[config.mk]
export PLATFORM = sky130hd
export DESIGN_NAME = countdown_timer_unit
export DESIGN_NICKNAME = d
export VERILOG_FILES = /design/src/rtl/cdt_pkg.sv /design/src/rtl/cdt_dec.sv /design/src/rtl/cdt_channel.sv /design/src/rtl/countdown_timer_unit.sv
export SDC_FILE = /design/constraint.sdc
export NUM_CORES = 1
export LEC_CHECK = 0
export BUFFER_PORTS_ARGS = -buffer_cell sky130_fd_sc_hd__buf_2
export CAP_MARGIN = 20
export CORE_ASPECT_RATIO = 0.9
export CORE_MARGIN = 8
export CORE_UTILIZATION = 51
export DETAILED_ROUTE_END_ITERATION = 8
export PLACE_DENSITY = 0.7
export SETUP_SLACK_MARGIN = 0.05
export SLEW_MARGIN = 20
export SYNTH_ARGS = -nofsm -noshare
export SYNTH_HDL_FRONTEND = slang
export SYNTH_SLANG_ARGS = --single-unit
[constraint.sdc]
create_clock -name clk -period 2.56 [get_ports clk]
set_clock_uncertainty 0.1 [all_clocks]
set_input_delay 0 -clock clk [delete_from_list [all_inputs] [get_ports clk]]
set_output_delay 0 -clock clk [all_outputs]
set_load 0.02 [all_outputs]
[src/rtl/cdt_pkg.sv]
package cdt_pkg;
   localparam int BYTE_W = 8;
   localparam int CNT_W  = 2 * BYTE_W;
   localparam int DIGITS = CNT_W / 4;
   localparam logic [1:0] ADDR_CTRL = 2'd3;

   typedef enum logic [1:0] {
      ACC_LATCH = 2'b00,
      ACC_HI    = 2'b01,
      ACC_LO    = 2'b10,
      ACC_BOTH  = 2'b11
   } acc_e;
endpackage

[src/rtl/cdt_dec.sv]
// Next-lower count value, in binary or in four BCD decades.
module cdt_dec
   import cdt_pkg::*;
(
   input  logic [CNT_W-1:0] value,
   input  logic             bcd,
   output logic [CNT_W-1:0] result
);
   logic [DIGITS:0]   borrow;
   logic [CNT_W-1:0]  bcd_val;

   assign borrow[0] = 1'b1;

   // Borrow ripple across decades: a zero digit under borrow becomes 9.
   for (genvar d = 0; d < DIGITS; d++) begin : g_digit
      logic [3:0] dig;
      assign dig = value[4*d +: 4];
      assign bcd_val[4*d +: 4] = !borrow[d] ? dig :
                                 (dig == 4'd0) ? 4'd9 : dig - 4'd1;
      assign borrow[d+1] = borrow[d] & (dig == 4'd0);
   end

   assign result = bcd ? bcd_val : value - CNT_W'(1);
endmodule

[src/rtl/cdt_channel.sv]
// One counter: control state, byte sequencing, snapshot and counting.
module cdt_channel
   import cdt_pkg::*;
(
   input  logic              clk,
   input  logic              rst_n,
   input  logic              ctrl_wr,
   input  logic [5:0]        ctrl_field,
   input  logic              data_wr,
   input  logic              rd_stb,
   input  logic [BYTE_W-1:0] wdata,
   input  logic              tick,
   input  logic              gate,
   output logic              out,
   output logic              bad_mode,
   output logic [BYTE_W-1:0] rd_byte,
   output logic [CNT_W-1:0]  count
);
   acc_e              acc_q;
   logic              bcd_q, bad_q, armed_q, out_q;
   logic              wr_ptr_q, rd_ptr_q, latched_q;
   logic [BYTE_W-1:0] hold_q;
   logic [CNT_W-1:0]  cnt_q, snap_q, dec_val;
   logic              last_byte, hi_sel;
   logic [CNT_W-1:0]  rd_src;

   cdt_dec u_dec (.value(cnt_q), .bcd(bcd_q), .result(dec_val));

   assign last_byte = (acc_q != ACC_BOTH) || rd_ptr_q;
   assign hi_sel    = (acc_q == ACC_HI) || ((acc_q == ACC_BOTH) && rd_ptr_q);
   assign rd_src    = latched_q ? snap_q : cnt_q;
   assign rd_byte   = hi_sel ? rd_src[CNT_W-1 -: BYTE_W] : rd_src[BYTE_W-1:0];

   always_ff @(posedge clk or negedge rst_n) begin
      if (!rst_n) begin
         acc_q     <= ACC_LATCH;
         bcd_q     <= 1'b0;
         bad_q     <= 1'b0;
         armed_q   <= 1'b0;
         out_q     <= 1'b0;
         wr_ptr_q  <= 1'b0;
         rd_ptr_q  <= 1'b0;
         latched_q <= 1'b0;
         hold_q    <= '0;
         cnt_q     <= '0;
         snap_q    <= '0;
      end else begin
         if (ctrl_wr) begin
            if (acc_e'(ctrl_field[5:4]) == ACC_LATCH) begin
               if (!latched_q) begin
                  snap_q    <= cnt_q;
                  latched_q <= 1'b1;
               end
            end else begin
               acc_q     <= acc_e'(ctrl_field[5:4]);
               bcd_q     <= ctrl_field[0];
               bad_q     <= (ctrl_field[3:1] != 3'b000);
               armed_q   <= 1'b0;
               out_q     <= 1'b0;
               wr_ptr_q  <= 1'b0;
               rd_ptr_q  <= 1'b0;
               latched_q <= 1'b0;
            end
         end else if (data_wr && !bad_q && (acc_q != ACC_LATCH)) begin
            out_q <= 1'b0;
            unique case (acc_q)
               ACC_HI: begin
                  cnt_q   <= {wdata, {BYTE_W{1'b0}}};
                  armed_q <= 1'b1;
               end
               ACC_LO: begin
                  cnt_q   <= {{BYTE_W{1'b0}}, wdata};
                  armed_q <= 1'b1;
               end
               default: begin
                  if (!wr_ptr_q) begin
                     hold_q   <= wdata;
                     wr_ptr_q <= 1'b1;
                     armed_q  <= 1'b0;
                  end else begin
                     cnt_q    <= {wdata, hold_q};
                     wr_ptr_q <= 1'b0;
                     armed_q  <= 1'b1;
                  end
               end
            endcase
         end else if (armed_q && gate && tick) begin
            cnt_q <= dec_val;
            if (dec_val == '0) out_q <= 1'b1;
         end

         if (rd_stb && !ctrl_wr) begin
            if (acc_q == ACC_BOTH) rd_ptr_q <= !rd_ptr_q;
            if (latched_q && last_byte) latched_q <= 1'b0;
         end
      end
   end

   assign out      = out_q;
   assign bad_mode = bad_q;
   assign count    = cnt_q;
endmodule

[src/rtl/countdown_timer_unit.sv]
module countdown_timer_unit
   import cdt_pkg::*;
#(
   parameter int NUM_CH = 3
) (
   input  logic              clk,
   input  logic              rst_n,
   input  logic              wr_en,
   input  logic              rd_en,
   input  logic [1:0]        addr,
   input  logic [BYTE_W-1:0] wdata,
   output logic [BYTE_W-1:0] rdata,
   input  logic [NUM_CH-1:0] tick,
   input  logic [NUM_CH-1:0] gate,
   output logic [NUM_CH-1:0] out,
   output logic [NUM_CH-1:0] bad_mode
);
   if (NUM_CH < 1 || NUM_CH > 3) begin : g_bad_param
      $error("NUM_CH must lie between 1 and 3");
   end

   logic [BYTE_W-1:0]       rd_bytes [NUM_CH];
   logic [NUM_CH*CNT_W-1:0] cnt_flat;
   logic                    ctrl_sel;

   assign ctrl_sel = wr_en && (addr == ADDR_CTRL);

   for (genvar i = 0; i < NUM_CH; i++) begin : g_ch
      logic hit_ctrl, hit_data, hit_rd;
      assign hit_ctrl = ctrl_sel && (wdata[7:6] == 2'(i));
      assign hit_data = wr_en && (addr == 2'(i));
      assign hit_rd   = rd_en && (addr == 2'(i));

      cdt_channel u_ch (
         .clk       (clk),
         .rst_n     (rst_n),
         .ctrl_wr   (hit_ctrl),
         .ctrl_field(wdata[5:0]),
         .data_wr   (hit_data),
         .rd_stb    (hit_rd),
         .wdata     (wdata),
         .tick      (tick[i]),
         .gate      (gate[i]),
         .out       (out[i]),
         .bad_mode  (bad_mode[i]),
         .rd_byte   (rd_bytes[i]),
         .count     (cnt_flat[i*CNT_W +: CNT_W])
      );
   end

   always_comb begin
      rdata = '0;
      for (int i = 0; i < NUM_CH; i++) begin
         if (addr == 2'(i)) rdata = rd_bytes[i];
      end
   end
endmodule

# ---- After elaboration in Yosys (flattened, before gate mapping)
# Cells that the tools add are included.
# Widths: inputs -> output; s select.
dict set report classes {
  add_sub_neg 15
  eq_ne 26
  mux 104
  bitwise_logic 16
  n_reduce_logical 104
}
# op n
set op_table {}
lappend op_table {{$mux 16} 15}
lappend op_table {{$pmux 16 s2} 3}
lappend op_table {{$mux 4} 21}
lappend op_table {{$mux 1} 59}
lappend op_table {{$logic_not 16->1} 3}
lappend op_table {{$logic_not 4->1} 12}
lappend op_table {{$mux 8} 6}
lappend op_table {{$sub 16x1->16 const B} 3}
lappend op_table {{$sub 4x1->4 const B} 12}
lappend op_table {{$logic_and 1x1->1} 31}
lappend op_table {{$reduce_and 3->1} 9}
lappend op_table {{$reduce_bool 3->1} 7}
lappend op_table {{$eq 2x2->1 const B} 9}
lappend op_table {{$reduce_and 2->1} 9}
lappend op_table {{$reduce_bool 2->1} 9}
lappend op_table {{$ne 2x2->1 const B} 6}
lappend op_table {{$ne 4x2->1 const B} 3}
lappend op_table {{$reduce_and 4->1} 3}
lappend op_table {{$eq 2x1->1 const B} 5}
lappend op_table {{$not 1->1} 10}
lappend op_table {{$logic_not 1->1} 9}
lappend op_table {{$and 1x1->1} 6}
lappend op_table {{$logic_not 2->1} 3}
lappend op_table {{$logic_or 1x1->1} 6}
lappend op_table {{2 further kinds} 6}
dict set report word_totals {
  ff_bits 147
  out_inout_bits 14
  word_cells 298
}

# ---- Logic depth before layout (Yosys ltp)
dict set report depth {
  ltp_word 10
  mapped_depth 10
  depth_no_buf 8
}

# ---- Hierarchy
# A second synthesis with hierarchy kept.
dict set report hier_totals {
  hier_cells 847
  area_unflattened_um2 9185.1
}
# module instances cells_per_inst area_each_um2 seq_area_each_um2
set by_module_without_submodules {}
lappend by_module_without_submodules {cdt_channel 3 204 2511.2 1226.2}
lappend by_module_without_submodules {{cdt_dec at g_ch[0].u_ch.u_dec ...} 2 69 459.2 0.0}
lappend by_module_without_submodules {{cdt_dec at g_ch[2].u_ch.u_dec} 1 66 440.4 0.0}
lappend by_module_without_submodules {countdown_timer_unit 1 31 292.8 0.0}

# ---- Worst setup path after synthesis
# Ideal clock, no wire load.
dict set report synth_path {
  path_type {register to register}
  startpoint {reg g_ch[2].u_ch.cnt_q[4]}
  endpoint {reg g_ch[2].u_ch.out_q}
  setup_time_ns 0.092
  t_arrival_ns 2.503
  required_ns 2.368
  setup_slack_ns -0.135
  path_stages_with_launch 9
  n_path_buf 2
  path_cell_list {dfrtp_1 > buf_6 > or4_4 > buf_6 > nor4_2 > mux2i_1 > o211ai_2 > or4_1 > o31ai_2}
}
dict set report synth_between {
  elab_chain_cells 8
}
# element line
set synth_lines {}
lappend synth_lines {{from (decl)} cdt_channel.sv:23} ;# logic [CNT_W-1:0] cnt_q, snap_q, dec_val;
lappend synth_lines {{from (signal assigned)} cdt_channel.sv:68} ;# cnt_q <= {wdata, {BYTE_W{1'b0}}};
lappend synth_lines {{from (signal assigned)} cdt_channel.sv:72} ;# cnt_q <= {{BYTE_W{1'b0}}, wdata};
lappend synth_lines {{from (signal assigned)} cdt_channel.sv:81} ;# cnt_q <= {wdata, hold_q};
lappend synth_lines {{parallel branches: the longest is 4 deep, another holds $sub 16x1->16} -}
lappend synth_lines {{$mux 16 (*)} cdt_dec.sv:23} ;# assign result = bcd ? bcd_val : value - CNT_W'(1);
lappend synth_lines {{$logic_not 16->1 (*)} cdt_channel.sv:89} ;# if (dec_val == '0) out_q <= 1'b1;
lappend synth_lines {{$reduce_bool 3->1 (no source line) (*)} -}
lappend synth_lines {{$reduce_and 3->1 (no source line) (*)} -}
lappend synth_lines {{to (signal assigned)} cdt_channel.sv:40} ;# out_q <= 1'b0;
lappend synth_lines {{to (signal assigned)} cdt_channel.sv:59} ;# out_q <= 1'b0;
lappend synth_lines {{to (signal assigned)} cdt_channel.sv:89}
lappend synth_lines {{to (decl)} cdt_channel.sv:20} ;# logic bcd_q, bad_q, armed_q, out_q;
# Every way passes the cells marked *.
# A chain may end at the register's enable or synchronous reset.

# ---- Worst setup path in the final report
dict set report layout_path {
  startpoint {reg g_ch[2].u_ch.cnt_q[0]}
  endpoint {reg g_ch[2].u_ch.out_q}
}
# Same word-level chain as after synthesis.

==> flow_summary.toml <==
[sta]
fin_crit_ns = 2.463
hold_violations = 0
relSlewSlack = 0.3669
period_share = 0.9622
clock.fmax_mhz = 406.0
worst_hold_slack_ns = 0.02193
slew_viol_final = 0
tightest_slew_ns = 0.9476
setup_viol = 0
rsz0062_at_grt = "true"

[route]
via_per_inst = 6.136
wire_per_inst_um = 20.24
first_pass_iters = 5
ant_nets = 0
routed_wl_mm = 25.75
remaining_drc_errors = 0
vias = 7805
drtIter0Drc = 697

[logic_synthesis]
syn_inst = 944
syn_area_per_cell_um2 = 9.689
synth_top_family_by_area = "compound AO/OA/AOI/OAI gates"
synth-seq-area-share = 0.4022
ys_types = 69
muxShareOfSynthArea = 0.1633
synth_compound_area_frac = 0.1800
yosysTopAreaCellShare = 0.4022
synthTopCellsByArea = "dfrtp_1, mux2_2, mux4_2"
yosys.area_share.simple = 0.1611
synth-main-ff-cell = "dfrtp_1"
yosys.area.top_type = "dfrtp_1"
synth_warnings = 0
synth_adder_area_share = 0.02462
synth_edf_count = 0
async_reset_ff_frac = 1.000
synth_fp_nets = 982
synth-xor-area-share = 0.01341
synth-seq-cells = 147
syn_area_um2 = 9146

[cts]
htreeDepth = 4
clockBufferDepth = 2
cts_sinks = 147
numCtsBuffers = 17
cts_root_buf = "clkbuf_16"
tritoncts = "done"
clkLatencyLatePin_ns = 0.43
clk_pin_slew_ns = 0.06

[job]
drv_cap = 0

[worst_setup_path]
critPathLaunchType = "register"
r2r_end = "g_ch[2].u_ch.out$_DFFE_PN0P_"
crit_buf_inv = 1
critPathKind = "register to register"
r2r_slack_ns = 0.1
crit_slowest_cell = "or3b_2"
critPathCaptureType = "register"
cp-endpoint = "g_ch[2].u_ch.out$_DFFE_PN0P_"
cpPeakStageDelay_ns = 0.51
path_delay_family = "simple AND/OR/NAND/NOR gates"
reg2regPathDepth = 8
critPathArrivalTime_ns = 2.70
crit_path_cell_trace = "inv_1 -> ha_1 -> or3b_2 -> nor2_4 -> mux2_2 -> a22o_1 -> or2_2 -> o31ai_2"
critPathMaxFanout = 3
crit_path_start = "g_ch[2].u_ch.count[0]$_DFFE_PN0P_"
critPathRequiredTime_ns = 2.79
rr_startpoint = "g_ch[2].u_ch.count[0]$_DFFE_PN0P_"
cp_num_cells = 8

[floorplan]
die_x_um = 157.2
dieArea_um2 = 22480
io_pins = 34
die_h_um = 143.0
core_area_um2 = 17610
placementRows = 46
initial_utilization = 0.5193

[cells_and_area]
final_nets = 1060
diodes = 0
area.growth.synth_to_final_pct = 18.30
layout-drive-gt1-share = 0.2742

[pwr]
leakage_uw = 0.004710
vdd_drop_max_mv = 0.5580
cellPowerDensity_nw_per_um2 = 1084
power_uw = 11730

[grt]
grt_first_pass_wirelength_mm = 41.77
grt_overflow_total = 0
grt_max_degree = 64
track_usage = 0.2383
antenna_found_initial = 0
grt_pass1_vias = 7566

[placement]
place_congestion = 0.9189
port_buffers = 33
hpwl_mm = 18.27

[run_status]
outcome = "completed"

[worst_hold_path]
hold_class = "primary input to register"
[metrics by stage]
| stage | worst slack (ns) | cells | cell area [um^2] | setup TNS [ns] | util |
|---|---|---|---|---|---|
| 2_1_floorplan | 0.01346 | 944 | 9161 | 0 | - |
| 3_3_place_gp | 0.1350 | 1227 | 10030 | 0 | 0.5695 |
| 3_5_place_dp | 0.06773 | 1227 | 10030 | 0 | 0.5695 |
| 4_1_cts | 0.05460 | 1270 | 10730 | 0 | 0.6093 |
| 5_1_grt | -0.03692 | 1272 | 10820 | -0.03692 | 0.6144 |
| 6_report | 0.09679 | 1272 | 10820 | 0 | 0.6144 |
[cells by family (layout without fill, tap and decap cells)]
family / after synthesis / after routing
flip-flops: 147 / 147
XOR/XNOR: 14 / 14
AND/OR/NAND/NOR: 273 / 273
buffers and inverters: 122 / 210
multiplexers: 110 / 110
AO/OA/AOI/OAI: 260 / 260
adder cells (fa/ha/maj): 18 / 18
[per-layer routing]
metal  GRT usage  part of all wire  up-vias
li1            -                 -     3625
met2      0.3716              0.47      280
met1      0.3299              0.44     3866
met5           0                 0        -
met3     0.04532             0.069       34
met4     0.07307             0.018        0
[area by class of cell]
class                      count  area [um^2]
fill                        1515         6792
multi-input combinational    675         5071
sequential                   147         3680
timing repair buffer         144         1065
clock buffer                  24        461.7
tap                          240        300.3
inverter                      37        138.9
clock inverter                 5        103.9
[sequential cells by signal, summed over array words and instances, names as in the netlist]
| register | flops |
|---|---|
| g_ch.u_ch.count | 48 |
| g_ch.u_ch.rd_ptr_q | 3 |
| g_ch.u_ch.bad_mode | 3 |
| g_ch.u_ch.out | 3 |
| g_ch.u_ch.snap_q | 48 |
| g_ch.u_ch.bcd_q | 3 |
| g_ch.u_ch.acc_q | 6 |
| g_ch.u_ch.hold_q | 24 |
| g_ch.u_ch.armed_q | 3 |
| g_ch.u_ch.wr_ptr_q | 3 |
| g_ch.u_ch.latched_q | 3 |
[cells in the final DEF, fill, tap and decap left out, types with 6 or more instances in the layout]
| cell | instances |
|---|---|
| inv_1 | 37 |
| a22o_1 | 19 |
| ha_1 | 16 |
| clkbuf_16 | 17 |
| a22oi_1 | 11 |
| nand2_1 | 71 |
| nand3_1 | 25 |
| xor2_1 | 8 |
| clkbuf_1 | 6 |
| mux2_2 | 64 |
| a21oi_1 | 61 |
| o21ai_0 | 74 |
| nor2b_1 | 15 |
| a311oi_1 | 8 |
| mux2i_1 | 11 |
| nor4_1 | 9 |
| mux2_1 | 10 |
| buf_2 | 30 |
| nand2b_1 | 10 |
| dfrtp_1 | 146 |
| xnor2_1 | 6 |
| a31oi_1 | 12 |
| o211ai_1 | 11 |
| o22ai_1 | 17 |
| nor3_1 | 19 |
| nor2_1 | 54 |
| or4_1 | 8 |
| mux4_2 | 24 |
| dlygate4sd3_1 | 12 |
| buf_4 | 99 |
[worst min path at each step]
stage,end,from,depth (start not counted)
final,g_ch[1].u_ch.wr_ptr_q$_DFFE_PN0P_,wr_en,4
after global routing,g_ch[1].u_ch.wr_ptr_q$_DFFE_PN0P_,wr_en,4
after CTS,g_ch[1].u_ch.wr_ptr_q$_DFFE_PN0P_,wr_en,4
after detailed placement,g_ch[0].u_ch.hold_q[0]$_DFFE_PN0P_,rst_n,1
after global placement,g_ch[0].u_ch.hold_q[0]$_DFFE_PN0P_,rst_n,1
after floorplan,g_ch[0].u_ch.acc_q[0]$_DFFE_PN0P_,rst_n,0
[repair_timing]
| action | 4_1_cts | 5_1_grt |
|---|---|---|
| buffers inserted | 2 | 2 |
| hold buffers | 12 | 0 |
| gates resized for setup | 0 | 20 |
| endpoints found under the hold margin | 146 | 0 |
| endpoints found under the setup margin | 2 | 18 |
[cell usage after synthesis, types with 16 or more instances]
master,number
dfrtp_1,147
o22ai_1,17
nand3_1,25
nor2b_1,16
a22o_1,19
ha_1,18
nor3_1,20
mux2_2,64
nand2_1,71
nor2_1,55
o21ai_0,74
a21oi_1,63
inv_1,37
clkbuf_1,61
mux4_2,24
[worst reg2reg max path: cells and delay by family, from the launching register on]
family	cells	cell delay [ns]
adders and majority gates	1	0.18
DFF	1	0.37
muxes	1	0.33
buffers and inverters	1	0.08
and+or+nand+nor	3	0.90
AOI/OAI and AO/OA	2	0.41
[power by group]
group	internal [uW]	total (uW)	switching, uW
registers	3110	3880	774
logic	2500	5360	2860
clock network	1540	2480	940
(Power assumes the default switching activity.)
